File: config.mk
export PLATFORM = sky130hd
export DESIGN_NAME = dma_irq_collector
export DESIGN_NICKNAME = d
export VERILOG_FILES = /design/src/rtl/dma_irq_pkg.sv /design/src/rtl/dma_irq_ctrl.sv /design/src/rtl/dma_irq_datapath.sv /design/src/rtl/dma_irq_collector.sv
export SDC_FILE = /design/constraint.sdc
export NUM_CORES = 1
export LEC_CHECK = 0
export BUFFER_PORTS_ARGS = -buffer_cell sky130_fd_sc_hd__buf_2
export CAP_MARGIN = 20
export CELL_PAD_IN_SITES_DETAIL_PLACEMENT = 1
export CELL_PAD_IN_SITES_GLOBAL_PLACEMENT = 2
export CORE_UTILIZATION = 38
export CTS_BUF_LIST = sky130_fd_sc_hd__clkbuf_4 sky130_fd_sc_hd__clkbuf_8
export CTS_CLUSTER_DIAMETER = 60
export CTS_CLUSTER_SIZE = 20
export DETAILED_ROUTE_END_ITERATION = 8
export GPL_TIMING_DRIVEN = 0
export PLACE_DENSITY = 0.85
export SYNTH_ARGS = -nofsm -noshare
export SYNTH_HDL_FRONTEND = slang
export SYNTH_HIERARCHICAL = 1
export SYNTH_SLANG_ARGS = --single-unit
File: constraint.sdc
create_clock -name clk -period 4.55 [get_ports clk]
set_input_delay 0.91 -clock clk [delete_from_list [all_inputs] [get_ports clk]]
set_output_delay 0.91 -clock clk [all_outputs]
set_load 0.02 [all_outputs]
File: src/rtl/dma_irq_pkg.sv
package dma_irq_pkg;

  localparam int NCLASS = 4;   // 0 chain done, 1 node done, 2 error A, 3 error B
  localparam int ADDR_W = 12;

  localparam logic [ADDR_W-1:0] OFF_PEND = 12'h000;

  function automatic logic [ADDR_W-1:0] maskedOff(input int cls);
    return ADDR_W'(12'h004 + 4 * cls);
  endfunction

  function automatic logic [ADDR_W-1:0] enableOff(input int cls);
    return ADDR_W'(12'h018 + 4 * cls);
  endfunction

  function automatic logic [ADDR_W-1:0] rawOff(input int cls);
    return ADDR_W'(12'h600 + 8 * cls);
  endfunction

  typedef enum logic [2:0] {
    RD_NONE,
    RD_PEND,
    RD_MASKED,
    RD_ENABLE,
    RD_RAW
  } rdKind_e;

  typedef struct packed {
    logic [NCLASS-1:0] rawClr;
    logic [NCLASS-1:0] enableWr;
    rdKind_e           rdKind;
    logic [1:0]        rdClass;
  } regStrobe_t;

endpackage

File: src/rtl/dma_irq_ctrl.sv
module dma_irq_ctrl
  import dma_irq_pkg::*;
(
  input  logic [ADDR_W-1:0] regAddr,
  input  logic              regWrEn,
  output regStrobe_t        strb
);

  always_comb begin
    strb = '{rawClr: '0, enableWr: '0, rdKind: RD_NONE, rdClass: 2'd0};
    if (regAddr == OFF_PEND) begin
      strb.rdKind = RD_PEND;
    end
    for (int cls = 0; cls < NCLASS; cls++) begin
      if (regAddr == maskedOff(cls)) begin
        strb.rdKind  = RD_MASKED;
        strb.rdClass = 2'(cls);
      end
      if (regAddr == enableOff(cls)) begin
        strb.rdKind        = RD_ENABLE;
        strb.rdClass       = 2'(cls);
        strb.enableWr[cls] = regWrEn;
      end
      if (regAddr == rawOff(cls)) begin
        strb.rdKind      = RD_RAW;
        strb.rdClass     = 2'(cls);
        strb.rawClr[cls] = regWrEn;
      end
    end
  end

endmodule

File: src/rtl/dma_irq_datapath.sv
module dma_irq_datapath
  import dma_irq_pkg::*;
#(
  parameter int NCH = 16
) (
  input  logic                       clk,
  input  logic                       rstN,
  input  logic [NCLASS-1:0][NCH-1:0] evtAll,
  input  regStrobe_t                 strb,
  input  logic [NCH-1:0]             wrData,
  output logic [NCLASS-1:0][NCH-1:0] rawAll,
  output logic [NCLASS-1:0][NCH-1:0] enableAll,
  output logic [NCH-1:0]             rdData,
  output logic                       irqOut
);

  logic [NCLASS-1:0][NCH-1:0] maskedAll;
  logic [NCH-1:0]             pendVec;

  for (genvar cls = 0; cls < NCLASS; cls++) begin : gClass
    logic [NCH-1:0] clrBits;
    assign clrBits        = strb.rawClr[cls] ? wrData : '0;
    assign maskedAll[cls] = rawAll[cls] & enableAll[cls];

    // event is OR-ed in after the clear, so a coincident event survives
    always_ff @(posedge clk or negedge rstN) begin
      if (!rstN) begin
        rawAll[cls] <= '0;
      end else begin
        rawAll[cls] <= (rawAll[cls] & ~clrBits) | evtAll[cls];
      end
    end

    always_ff @(posedge clk or negedge rstN) begin
      if (!rstN) begin
        enableAll[cls] <= '0;
      end else if (strb.enableWr[cls]) begin
        enableAll[cls] <= wrData;
      end
    end
  end

  always_comb begin
    pendVec = '0;
    for (int cls = 0; cls < NCLASS; cls++) begin
      pendVec = pendVec | maskedAll[cls];
    end
  end

  always_ff @(posedge clk or negedge rstN) begin
    if (!rstN) begin
      irqOut <= 1'b0;
    end else begin
      irqOut <= |pendVec;
    end
  end

  always_comb begin
    unique case (strb.rdKind)
      RD_PEND:   rdData = pendVec;
      RD_MASKED: rdData = maskedAll[strb.rdClass];
      RD_ENABLE: rdData = enableAll[strb.rdClass];
      RD_RAW:    rdData = rawAll[strb.rdClass];
      default:   rdData = '0;
    endcase
  end

endmodule

File: src/rtl/dma_irq_collector.sv
module dma_irq_collector
  import dma_irq_pkg::*;
#(
  parameter int NCH = 16
) (
  input  logic              clk,
  input  logic              rstN,
  input  logic [NCH-1:0]    evtChain,
  input  logic [NCH-1:0]    evtNode,
  input  logic [NCH-1:0]    evtErrA,
  input  logic [NCH-1:0]    evtErrB,
  input  logic [ADDR_W-1:0] regAddr,
  input  logic              regWrEn,
  input  logic [NCH-1:0]    regWrData,
  output logic [NCH-1:0]    regRdData,
  output logic              irqOut
);

  regStrobe_t                 strb;
  logic [NCLASS-1:0][NCH-1:0] evtAll;
  logic [NCLASS-1:0][NCH-1:0] rawAll;
  logic [NCLASS-1:0][NCH-1:0] enableAll;

  assign evtAll = {evtErrB, evtErrA, evtNode, evtChain};

  dma_irq_ctrl u_ctrl (
    .regAddr (regAddr),
    .regWrEn (regWrEn),
    .strb    (strb)
  );

  dma_irq_datapath #(.NCH(NCH)) u_dp (
    .clk       (clk),
    .rstN      (rstN),
    .evtAll    (evtAll),
    .strb      (strb),
    .wrData    (regWrData),
    .rawAll    (rawAll),
    .enableAll (enableAll),
    .rdData    (regRdData),
    .irqOut    (irqOut)
  );

endmodule

=== Word-level counts from Yosys, hierarchy flattened ===
Index checks and enable logic that the tools add are counted.

* Output and inout bits: 17
* Logic and storage cells: 78
* Bits in registers: 129
* Input port bits: 95

* Bitwise operators: 19
* Reductions and logical operators: 2
* Mux-type cells: 31
* Order comparisons: 1
* Eq/ne operators: 16

{| class="wikitable"
|+ Operators with widths
! cell !! number
|-
| 16-bit bitwise AND || 8
|-
| 16-bit 2-to-1 mux || 7
|-
| 16-bit bitwise OR || 7
|-
| 16-bit binary-select mux with 2-bit select || 3
|-
| 16-bit inverter || 4
|-
| 16-bit case mux with 4 select lines || 1
|-
| 5-bit 2-to-1 mux || 10
|-
| 12-bit by 11-bit == test with 1-bit output (second input constant) || 4
|-
| 12-bit by 5-bit == test with 1-bit output (second input constant) || 3
|-
| 12-bit by 4-bit == test with 1-bit output (second input constant) || 2
|-
| 12-bit by 6-bit == test with 1-bit output (second input constant) || 2
|-
| 16-bit OR reduction || 1
|-
| 12-bit by 3-bit == test with 1-bit output (second input constant) || 1
|-
| 12-bit logical NOT || 1
|-
| 1-bit 2-to-1 mux || 8
|-
| 3-bit by 2-bit == test with 1-bit output (second input constant) || 2
|-
| 6-bit 2-to-1 mux || 1
|-
| 4-bit 2-to-1 mux || 1
|-
| 3-bit by 1-bit == test with 1-bit output (second input constant) || 1
|-
| 3-bit == test (second input constant) || 1
|-
| 2-bit by 3-bit less-than comparator with 1-bit output (second input constant) || 1
|}

=== Depth between registers and ports, before layout ===
Gate-level depths: netlist (run 1).

* Depth in word-level cells: 17
* Gate-level depth with buffers: 11
* Mapped depth without buffers: 7

=== Cells and area by module ===
The synthesis (run 1) kept the hierarchy.

{| class="wikitable"
|+ By module, submodules not included
! module !! area an instance (um^2) !! cells each !! seq. area each (um^2) !! instances
|-
| dma_irq_datapath || 6751.5 || 618 || 3228.1 || 1
|-
| dma_irq_ctrl || 324.1 || 50 || 0.0 || 1
|}

=== Worst setup path after synthesis (run 1) ===
OpenSTA, ideal clock, no wires.

* Path kind: input -> output
* Start: input regAddr[8]
* End: output regRdData[0]
* Required time: 3.640 ns
* Setup slack: 0.614 ns
* Path buffers: 1
* Stages on the path: 7
* Data arrival time: 3.026 ns
* Cell sequence: nor4_4 nand3b_2 o32ai_2 buf_6 mux4_2 a221oi_1 nand2_1

{| class="wikitable"
|+ RTL lines
! item !! RTL line !! RTL
|-
| from (decl) || dma_irq_collector.sv:12 || <nowiki>input logic [ADDR_W-1:0] regAddr,</nowiki>
|-
| to (decl) || dma_irq_collector.sv:15 || <nowiki>output logic [NCH-1:0] regRdData,</nowiki>
|}

==> run summary, run 1 <==
The flow ran to the end, but the final reports show violations. The checks that failed: design-rule violations. The worst path meets setup with 136.0 ps of slack. The logic gate share of total power is 0.055, and the share of flip-flops with an asynchronous set or reset is 1.000. For the deepest level of the CTS H-tree, the log shows 4.

Hold timing on the final database bottoms out at a slack of 381.5 ps. The logs give 129 for the clock sink count and 6827 for the via count of the first global-routing pass. TritonCTS built the clock tree. Summing all multi-input logic gate instances after layout gives 3667 um2. The effective utilization at floorplan is 0.3912, and the detailed-routing iteration count for the pre-antenna-repair pass is 7. Clock latency on the worst-skew pair, taken at its later pin, is 460 ps. In this run the power density over the cells is 272.4 nW/um2. Fill cells in the final layout number 2025. During placement, the flow inserted port buffers numbering 110. The worst register-to-register path has a setup slack of 2820 ps. Number of placement rows: 49. After synthesis, the cell types taking the most area are sky130_fd_sc_hd__dfrtp_1, sky130_fd_sc_hd__mux2_1, sky130_fd_sc_hd__a21o_1, sky130_fd_sc_hd__nand2_1, sky130_fd_sc_hd__mux4_2. For the final setup skew, the log shows 8.038 ps. The top cell types in the final layout, fill and taps aside, are sky130_fd_sc_hd__dfrtp_1, sky130_fd_sc_hd__buf_2, sky130_fd_sc_hd__nand2_1. In the detailed route, the total length drawn on met3 is 1.403 mm.

By startpoint and endpoint, the worst setup path is classified as input pin to output port. The leakage power of the design was 3.349 nW. The required time at the worst-slack endpoint is 3640 ps.

The height of the die is 138.5 um. Data on the critical path arrives at its endpoint at 3500 ps. Among all flip-flop cells after synthesis, the most frequent one is sky130_fd_sc_hd__dfrtp_1. In this run the clock root is driven by a sky130_fd_sc_hd__clkbuf_8. At the placement stage, the worst setup path has a slack of -302.7 ps.

The relative slew slack was 0.3876; the count of nets left with antenna violations after detail routing was 0. The detailed router put a total of 10.38 mm of wire on met1. The repair_antennas step left the layout with diodes totalling 0. The total routing usage reported by global routing came out at 0.2703.

For the number of antenna violations at the first check in global routing, the log shows 0. Share of layout cells above drive strength 1: 0.2531. Most frequent standard cell in the layout excluding fill and tap cells: sky130_fd_sc_hd__dfrtp_1. After synthesis, the netlist uses 42 different library cells. The maximum fanout encountered on the critical timing path was 10. Nature of the critical path endpoint: an output port. The biggest area contributor in the post-synthesis netlist is sky130_fd_sc_hd__dfrtp_1. Sequential power share: 0.502.

The logs give 19170 um2 for the die footprint and 0.0005715 W for the reported net switching power. For the number of violations reported at the end of detailed-routing iteration 0, the log shows 465. Signal routing reaches up to met4. The category of the worst setup path launch point is an input pin. Cell internal power was estimated by the tool at 0.001727 W. A synthesized cell averages 10.59 um2. Portion of the post-synthesis area used by sequential elements: 0.4562. In this run the deepest clock path goes through 2 buffers.

The post-layout minimum cycle time came out at 4414 ps. The run gives 0.002299 W as the overall power. The tools report the I/O pin count as 112. After synthesis the cells add up to 7076 um2. The number of vias per cell after detailed routing was 6.026. The area inside the core boundary came out at 18090 um2. Based on the critical path, the design can be clocked at up to 226.6 MHz. Post-synthesis cell count: 668.

In this run the worst hold path is classified as input pin to async pin. The final layout contains 896 nets. The layout overhead on the synthesized area was 19.26%; the global route total overflow was 0. Setup repair after global routing could not meet its margin everywhere. The sequential cells in the finished layout cover a total of 3228 um2. Synthesis produced a netlist with a net count of 763. The count of cells in the finished layout, fillers not included, comes to 1043. The transition time of the tightest slew-check pin works out to 918.6 ps. The cell count after placement came out at 1008. Setup violations remaining at the end of the flow were counted as 0. After detailed routing, the total wire length is 24.76 mm.

Max-cap violations in this run came to 0. Die width: 138.5 um. Yosys mapped a number of flops with a built-in enable equal to 0.

The final period utilization was 0.9701; the first-pass GRT wire length was 39.03 mm. Summed over all nets, wire length on met2 after detailed routing comes to 12.18 mm. The fraction of power consumed by the clock network is 0.443, and the wire length per cell is 23.74 um. The run gives 0 as the number of max-slew violations in the final report. The share of the synthesized area in the top cell type was 0.4562.

At the end of routability-driven placement, the weighted congestion stood at 0.8744. The number of clock buffers added by TritonCTS is 17. After clock tree synthesis, the clock-pin slew on the worst setup and hold paths is 80 ps.

The tools report the maximum number of pins on one net before global-route repair as 81. The switching power share of the total is 0.2486. After detailed routing, the number of remaining DRC violations is 8. Detailed placement finished with a half-perimeter wire length of 17.33 mm. During synthesis, Yosys emitted a total of 6 warnings. The final hold violation count was 0; the number of storage elements in the synthesis netlist was 129.

Across all layers, the routed design uses 6285 vias. The worst IR drop on VDD was 177.0 uV.
==> synthesized netlist by cell type (14+ instances only) <==
master                     count
sky130_fd_sc_hd__dfrtp_1     129
sky130_fd_sc_hd__nand2_1     121
sky130_fd_sc_hd__a21o_1       65
sky130_fd_sc_hd__mux2_1       64
sky130_fd_sc_hd__nand3_1      58
sky130_fd_sc_hd__mux2i_1      32
sky130_fd_sc_hd__o211ai_1     28
sky130_fd_sc_hd__clkbuf_1     19
sky130_fd_sc_hd__mux4_2       18
sky130_fd_sc_hd__buf_2        16
sky130_fd_sc_hd__o21ai_0      16
sky130_fd_sc_hd__o22ai_1      16
sky130_fd_sc_hd__a21oi_1      14
sky130_fd_sc_hd__a22oi_1      14
==> layer usage <==
| layer | GRT usage | vias to the layer above |
|---|---|---|
| met4 | 0.1236 | 0 |
| met5 | 0 | - |
| li1 | - | 2756 |
| met2 | 0.4528 | 265 |
| met1 | 0.3408 | 3198 |
| met3 | 0.04919 | 66 |
==> what timing repair did <==
action | 4_1_cts | 5_1_grt
setup endpoints to repair | 12 | 15
gates resized for setup | 10 | 10
setup buffers | 1 | 2
hold buffers | 0 | 0
pin swaps | 0 | 1
==> final cells by class <==
cell class	instances	share of cell area
Tap cell	229	0.03396
Clock buffer	20	0.03262
Multi-Input combinational cell	494	0.4346
Timing Repair Buffer	114	0.07192
Sequential cell	129	0.3826
Clock inverter	12	0.01557
Buffer	43	0.02788
Inverter	2	0.0008897
==> sequential cells by signal (all words and copies together), names as in the netlist <==
name	flops
u_dp/rawAll	64
u_dp/enableAll	64
u_dp/irqOut	1
==> final timing paths <==
| path | startpoint | to | cells past startpoint |
|---|---|---|---|
| min in group clk | u_dp/rawAll[42]$_DFF_PN0_ | u_dp/rawAll[42]$_DFF_PN0_ | 1 |
| max in group asynchronous | rstN | u_dp/enableAll[39]$_DFFE_PN0P_ | 2 |
| min | rstN | u_dp/rawAll[33]$_DFF_PN0_ | 1 |
| max | regAddr[11] | regRdData[4] | 9 |
| min reg2reg | u_dp/rawAll[42]$_DFF_PN0_ | u_dp/rawAll[42]$_DFF_PN0_ | 1 |
| max reg2reg | u_dp/enableAll[26]$_DFFE_PN0P_ | u_dp/irqOut$_DFF_PN0_ | 4 |
==> cells by family after synthesis <==
kind of cell / share of synthesized area
flops: 0.4562
compound gates: 0.1599
xor+xnor: 0.001238
mux: 0.2044
buf+inv: 0.03148
simple gates: 0.1468
==> power by group through the flow <==
stage / Sequential, W / Combinational [W] / Clock, W
floorplan: 0.00118 / 0.0000269 / 0
global placement: 0.00118 / 0.000116 / 0
detailed placement: 0.00118 / 0.000125 / 0
CTS: 0.00115 / 0.000126 / 0.00105
global route: 0.00115 / 0.000140 / 0.00109
finish: 0.00115 / 0.000126 / 0.00102
==> worst max-delay path, stage by stage <==
cell and delay [ps]:
sky130_fd_sc_hd__buf_2 120, sky130_fd_sc_hd__nor4_4 450, sky130_fd_sc_hd__nand3b_2 250, sky130_fd_sc_hd__o32ai_4 380
sky130_fd_sc_hd__buf_6 270, sky130_fd_sc_hd__mux4_2 520, sky130_fd_sc_hd__a221oi_1 330, sky130_fd_sc_hd__nand2_1 110
sky130_fd_sc_hd__buf_2 170
==> per-stage QoR <==
stage / instance area [um2] / utilization / setup TNS, ps
finish: 8438 / 0.4666 / 0
global placement: 7913 / 0.4375 / -1957
global route: 8438 / 0.4666 / -80.94
floorplan: 7076 / - / 0
CTS: 8391 / 0.4639 / 0
detailed placement: 7946 / 0.4394 / -2787
No activity file was read; power rests on OpenSTA's default activity.
==> run 2: changes to the inputs <==
--- a/config.mk
+++ b/config.mk
@@ -14,9 +14,10 @@
 export CTS_CLUSTER_DIAMETER = 60
 export CTS_CLUSTER_SIZE = 20
 export DETAILED_ROUTE_END_ITERATION = 8
-export GPL_TIMING_DRIVEN = 0
 export PLACE_DENSITY = 0.85
+export SKIP_LAST_GASP = 1
 export SYNTH_ARGS = -nofsm -noshare
 export SYNTH_HDL_FRONTEND = slang
 export SYNTH_HIERARCHICAL = 1
 export SYNTH_SLANG_ARGS = --single-unit
+export TNS_END_PERCENT = 100
==> run 2 against run 1 <==
Against the previous run: the run still ends with design-rule violations left; maximum frequency up 2.6%; routed wire length decreased by 9.7%; sequential power is essentially flat; register-to-register slack gained 120 ps; largest cell class unchanged; die area stayed put.
==> run summary, run 2 (synthesized netlist as in run 1, its figures left out) <==
The flow ran to the end, but the final reports show violations. The checks that failed: design-rule violations. The tightest hold margin is 268.3 ps (-113.1 ps), and the effective utilization at floorplan is 0.3912 (unchanged). The wire length per cell is 21.77 um (-8.3%), and the cell area power density is 265.0 nW/um2 (-2.7%).

The total routing usage reported by global routing was 0.2453 (-0.02503). In this run the worst hold path is classified as input pin to async pin. The count of nets left with antenna violations after detail routing came out at 0 (unchanged). For the clock sink count, the log shows 129 (unchanged).

For the total length of routed wires, the log shows 22.35 mm (-9.7%). The post-layout minimum cycle time works out to 4301 ps (-112.6 ps). TritonCTS built the clock tree. The total vias in the final route came out at 5987 (-4.7%).

The worst IR drop on VDD is 171.7 uV (-3.0%). The transition time of the tightest slew-check pin is 925.7 ps (+7.163 ps). The worst setup path is captured at an output port. The endpoint of the most critical register-to-register path is u_dp/irqOut$_DFF_PN0_. The slack of the worst reg-to-reg path was 2940 ps (+120 ps); the total CTS buffers was 17 (unchanged). The overall power was 0.002242 W (-2.4%).

Height of the die: 138.5 um (unchanged). The worst setup path is launched from an input pin. The tools report the required time at the worst-slack endpoint as 3640 ps (about the same). The first-pass GRT wire length was 36.49 mm (-6.5%).

The data arrival time of the worst path was 3390 ps (-110 ps); the number of hold buffers added after CTS was 0 (unchanged). The run gives 12.71 ps (+4.668 ps) as the final setup skew. The final standard cell area without fillers came out at 8461 um2 (+0.27%).

The logs give 460 ps (about the same) for the insertion delay to the later sink of the worst-skew pair and 18090 um2 (unchanged) for the area inside the core boundary. The final period utilization is 0.9454 (-0.02474), and the die footprint is 19170 um2 (unchanged). The most frequent standard cell in the layout excluding fill and tap cells was sky130_fd_sc_hd__dfrtp_1. The fill cell total of the finished layout is 2000 (-1.2%), and the net count reported at finish is 879 (-1.9%). The largest registers in the layout are u_dp/enableAll x64, u_dp/rawAll x64, u_dp/irqOut x1.

Layout overhead on the synthesized area: 19.58%. The global placement routability congestion is 0.8115 (-7.2%), and the timing-limited maximum frequency is 232.5 MHz (+2.6%). The number of violations reported at the end of detailed-routing iteration 0 is 296 (-36%), and the post-cts sizing count is 0 (-10). Setup repair after global routing left no endpoint under its margin. Beginning of the worst register-to-register path: u_dp/enableAll[26]$_DFFE_PN0P_.

The setup fix buffers added after clock tree synthesis was 0 (-1). The number of max-slew violations in the final report was 0 (unchanged). The worst-case reg-to-reg path depth works out to 4 (unchanged). The reported max-cap violation count was 0 (unchanged); the cell area after placement was 8050 um2 (+1.3%). The logs give 0.3795 (-0.008138) for the relative slew slack and 49 (unchanged) for the number of placement rows.

The top cell types in the final layout, fill and taps aside, are sky130_fd_sc_hd__dfrtp_1, sky130_fd_sc_hd__nand2_1, sky130_fd_sc_hd__buf_2. Maximum clock path buffer count: 2 (unchanged). In this run the worst setup path terminates at regRdData[3]. For the leakage power of the design, the log shows 3.347 nW (about the same). Number of antenna violations at the first check in global routing: 1 (+1).

The critical path is of the input pin to output port type. For the via count of the first global-routing pass, the log shows 6694 (-1.9%). Die width: 138.5 um (unchanged).

The maximum fanout encountered on the critical timing path was 24 (+14). Maximum number of pins on one net before global-route repair: 78 (-3.7%). The number of port buffers is 111 (+0.91%).

The logs give 0 ps (unchanged) for the summed negative setup slack over all endpoints and 0 (unchanged) for the final number of setup-violating endpoints. The deepest level of the CTS H-tree is 4 (unchanged), and the detailed-routing iteration count for the pre-antenna-repair pass is 6 (-1). The number of vias per cell after detailed routing came out at 5.830 (-3.3%). The run gives 0 (unchanged) as the global route total overflow. The run gives 112 (unchanged) as the I/O pin count. The run gives 8 (unchanged) as the number of design rule violations left after detail routing. Clock-pin slew on the worst setup and hold paths: 90 ps (about the same). The share of layout cells above drive strength 1 came out at 0.2572 (+0.004143). In this run the clock root is driven by a sky130_fd_sc_hd__clkbuf_8. The run gives 0 (unchanged) as the final hold violation count. The placed wire-length estimate after detailed placement is 15.69 mm (-9.5%).

The launch point of the worst path is regAddr[8].
[run 2: power breakdown]
group / internal (W) / switching (W) / leakage (nW)
Combinational: 0.0000484 / 0.0000793 / 1.69
Clock: 0.000476 / 0.000485 / 0.194
Sequential: 0.00115 / 0.00000374 / 1.47
Total: 0.00167 / 0.000568 / 3.35
[run 2: layout make-up]
class,count,area [um2],share of cell area
multi-input combinational,494,3685,0.4355
sequential,129,3228,0.3815
timing repair buffer,140,870.8,0.1029
tap,229,286.5,0.03387
clock buffer,21,276.5,0.03268
clock inverter,11,103.9,0.01227
inverter,2,7.507,0.0008873
antenna,1,2.502,0.0002958
[run 2: worst min path at each step]
stage	slack [ps]	cells after the start	start	to
floorplan	470	1	u_dp/rawAll[32]$_DFF_PN0_	u_dp/rawAll[32]$_DFF_PN0_
global placement	490	1	u_dp/rawAll[47]$_DFF_PN0_	u_dp/rawAll[47]$_DFF_PN0_
detailed placement	490	1	u_dp/rawAll[10]$_DFF_PN0_	u_dp/rawAll[10]$_DFF_PN0_
CTS	510	1	u_dp/rawAll[10]$_DFF_PN0_	u_dp/rawAll[10]$_DFF_PN0_
global route	250	1	rstN	u_dp/rawAll[16]$_DFF_PN0_
finish	270	1	rstN	u_dp/rawAll[16]$_DFF_PN0_
[run 2: per-layer routing]
metal  vias to the layer above  global-route usage  wire (um)
met1                      3094              0.3038       9538
met5                         -                   0          0
met3                        35             0.04018        933
met4                         0             0.08870        424
li1                       2716                   -          -
met2                       142              0.4309      11460
[run 2: worst max-delay path, stage by stage]
cell and delay, ps:
sky130_fd_sc_hd__buf_2 110, sky130_fd_sc_hd__nor4_4 470, sky130_fd_sc_hd__nand3b_2 180, sky130_fd_sc_hd__o32ai_4 390, sky130_fd_sc_hd__buf_12 220, sky130_fd_sc_hd__mux4_2 510, sky130_fd_sc_hd__a221oi_1 320, sky130_fd_sc_hd__nand2_1 100
sky130_fd_sc_hd__buf_2 160
[run 2: through the flow]
| step | cells | worst slack, ps | util |
|---|---|---|---|
| finish | 1027 | 248.6 | 0.4678 |
| global route | 1027 | 106.4 | 0.4678 |
| CTS | 1025 | 223.5 | 0.4661 |
| detailed placement | 993 | 238.1 | 0.4451 |
| global placement | 993 | 276.8 | 0.4451 |
| floorplan | 668 | 614.1 | - |
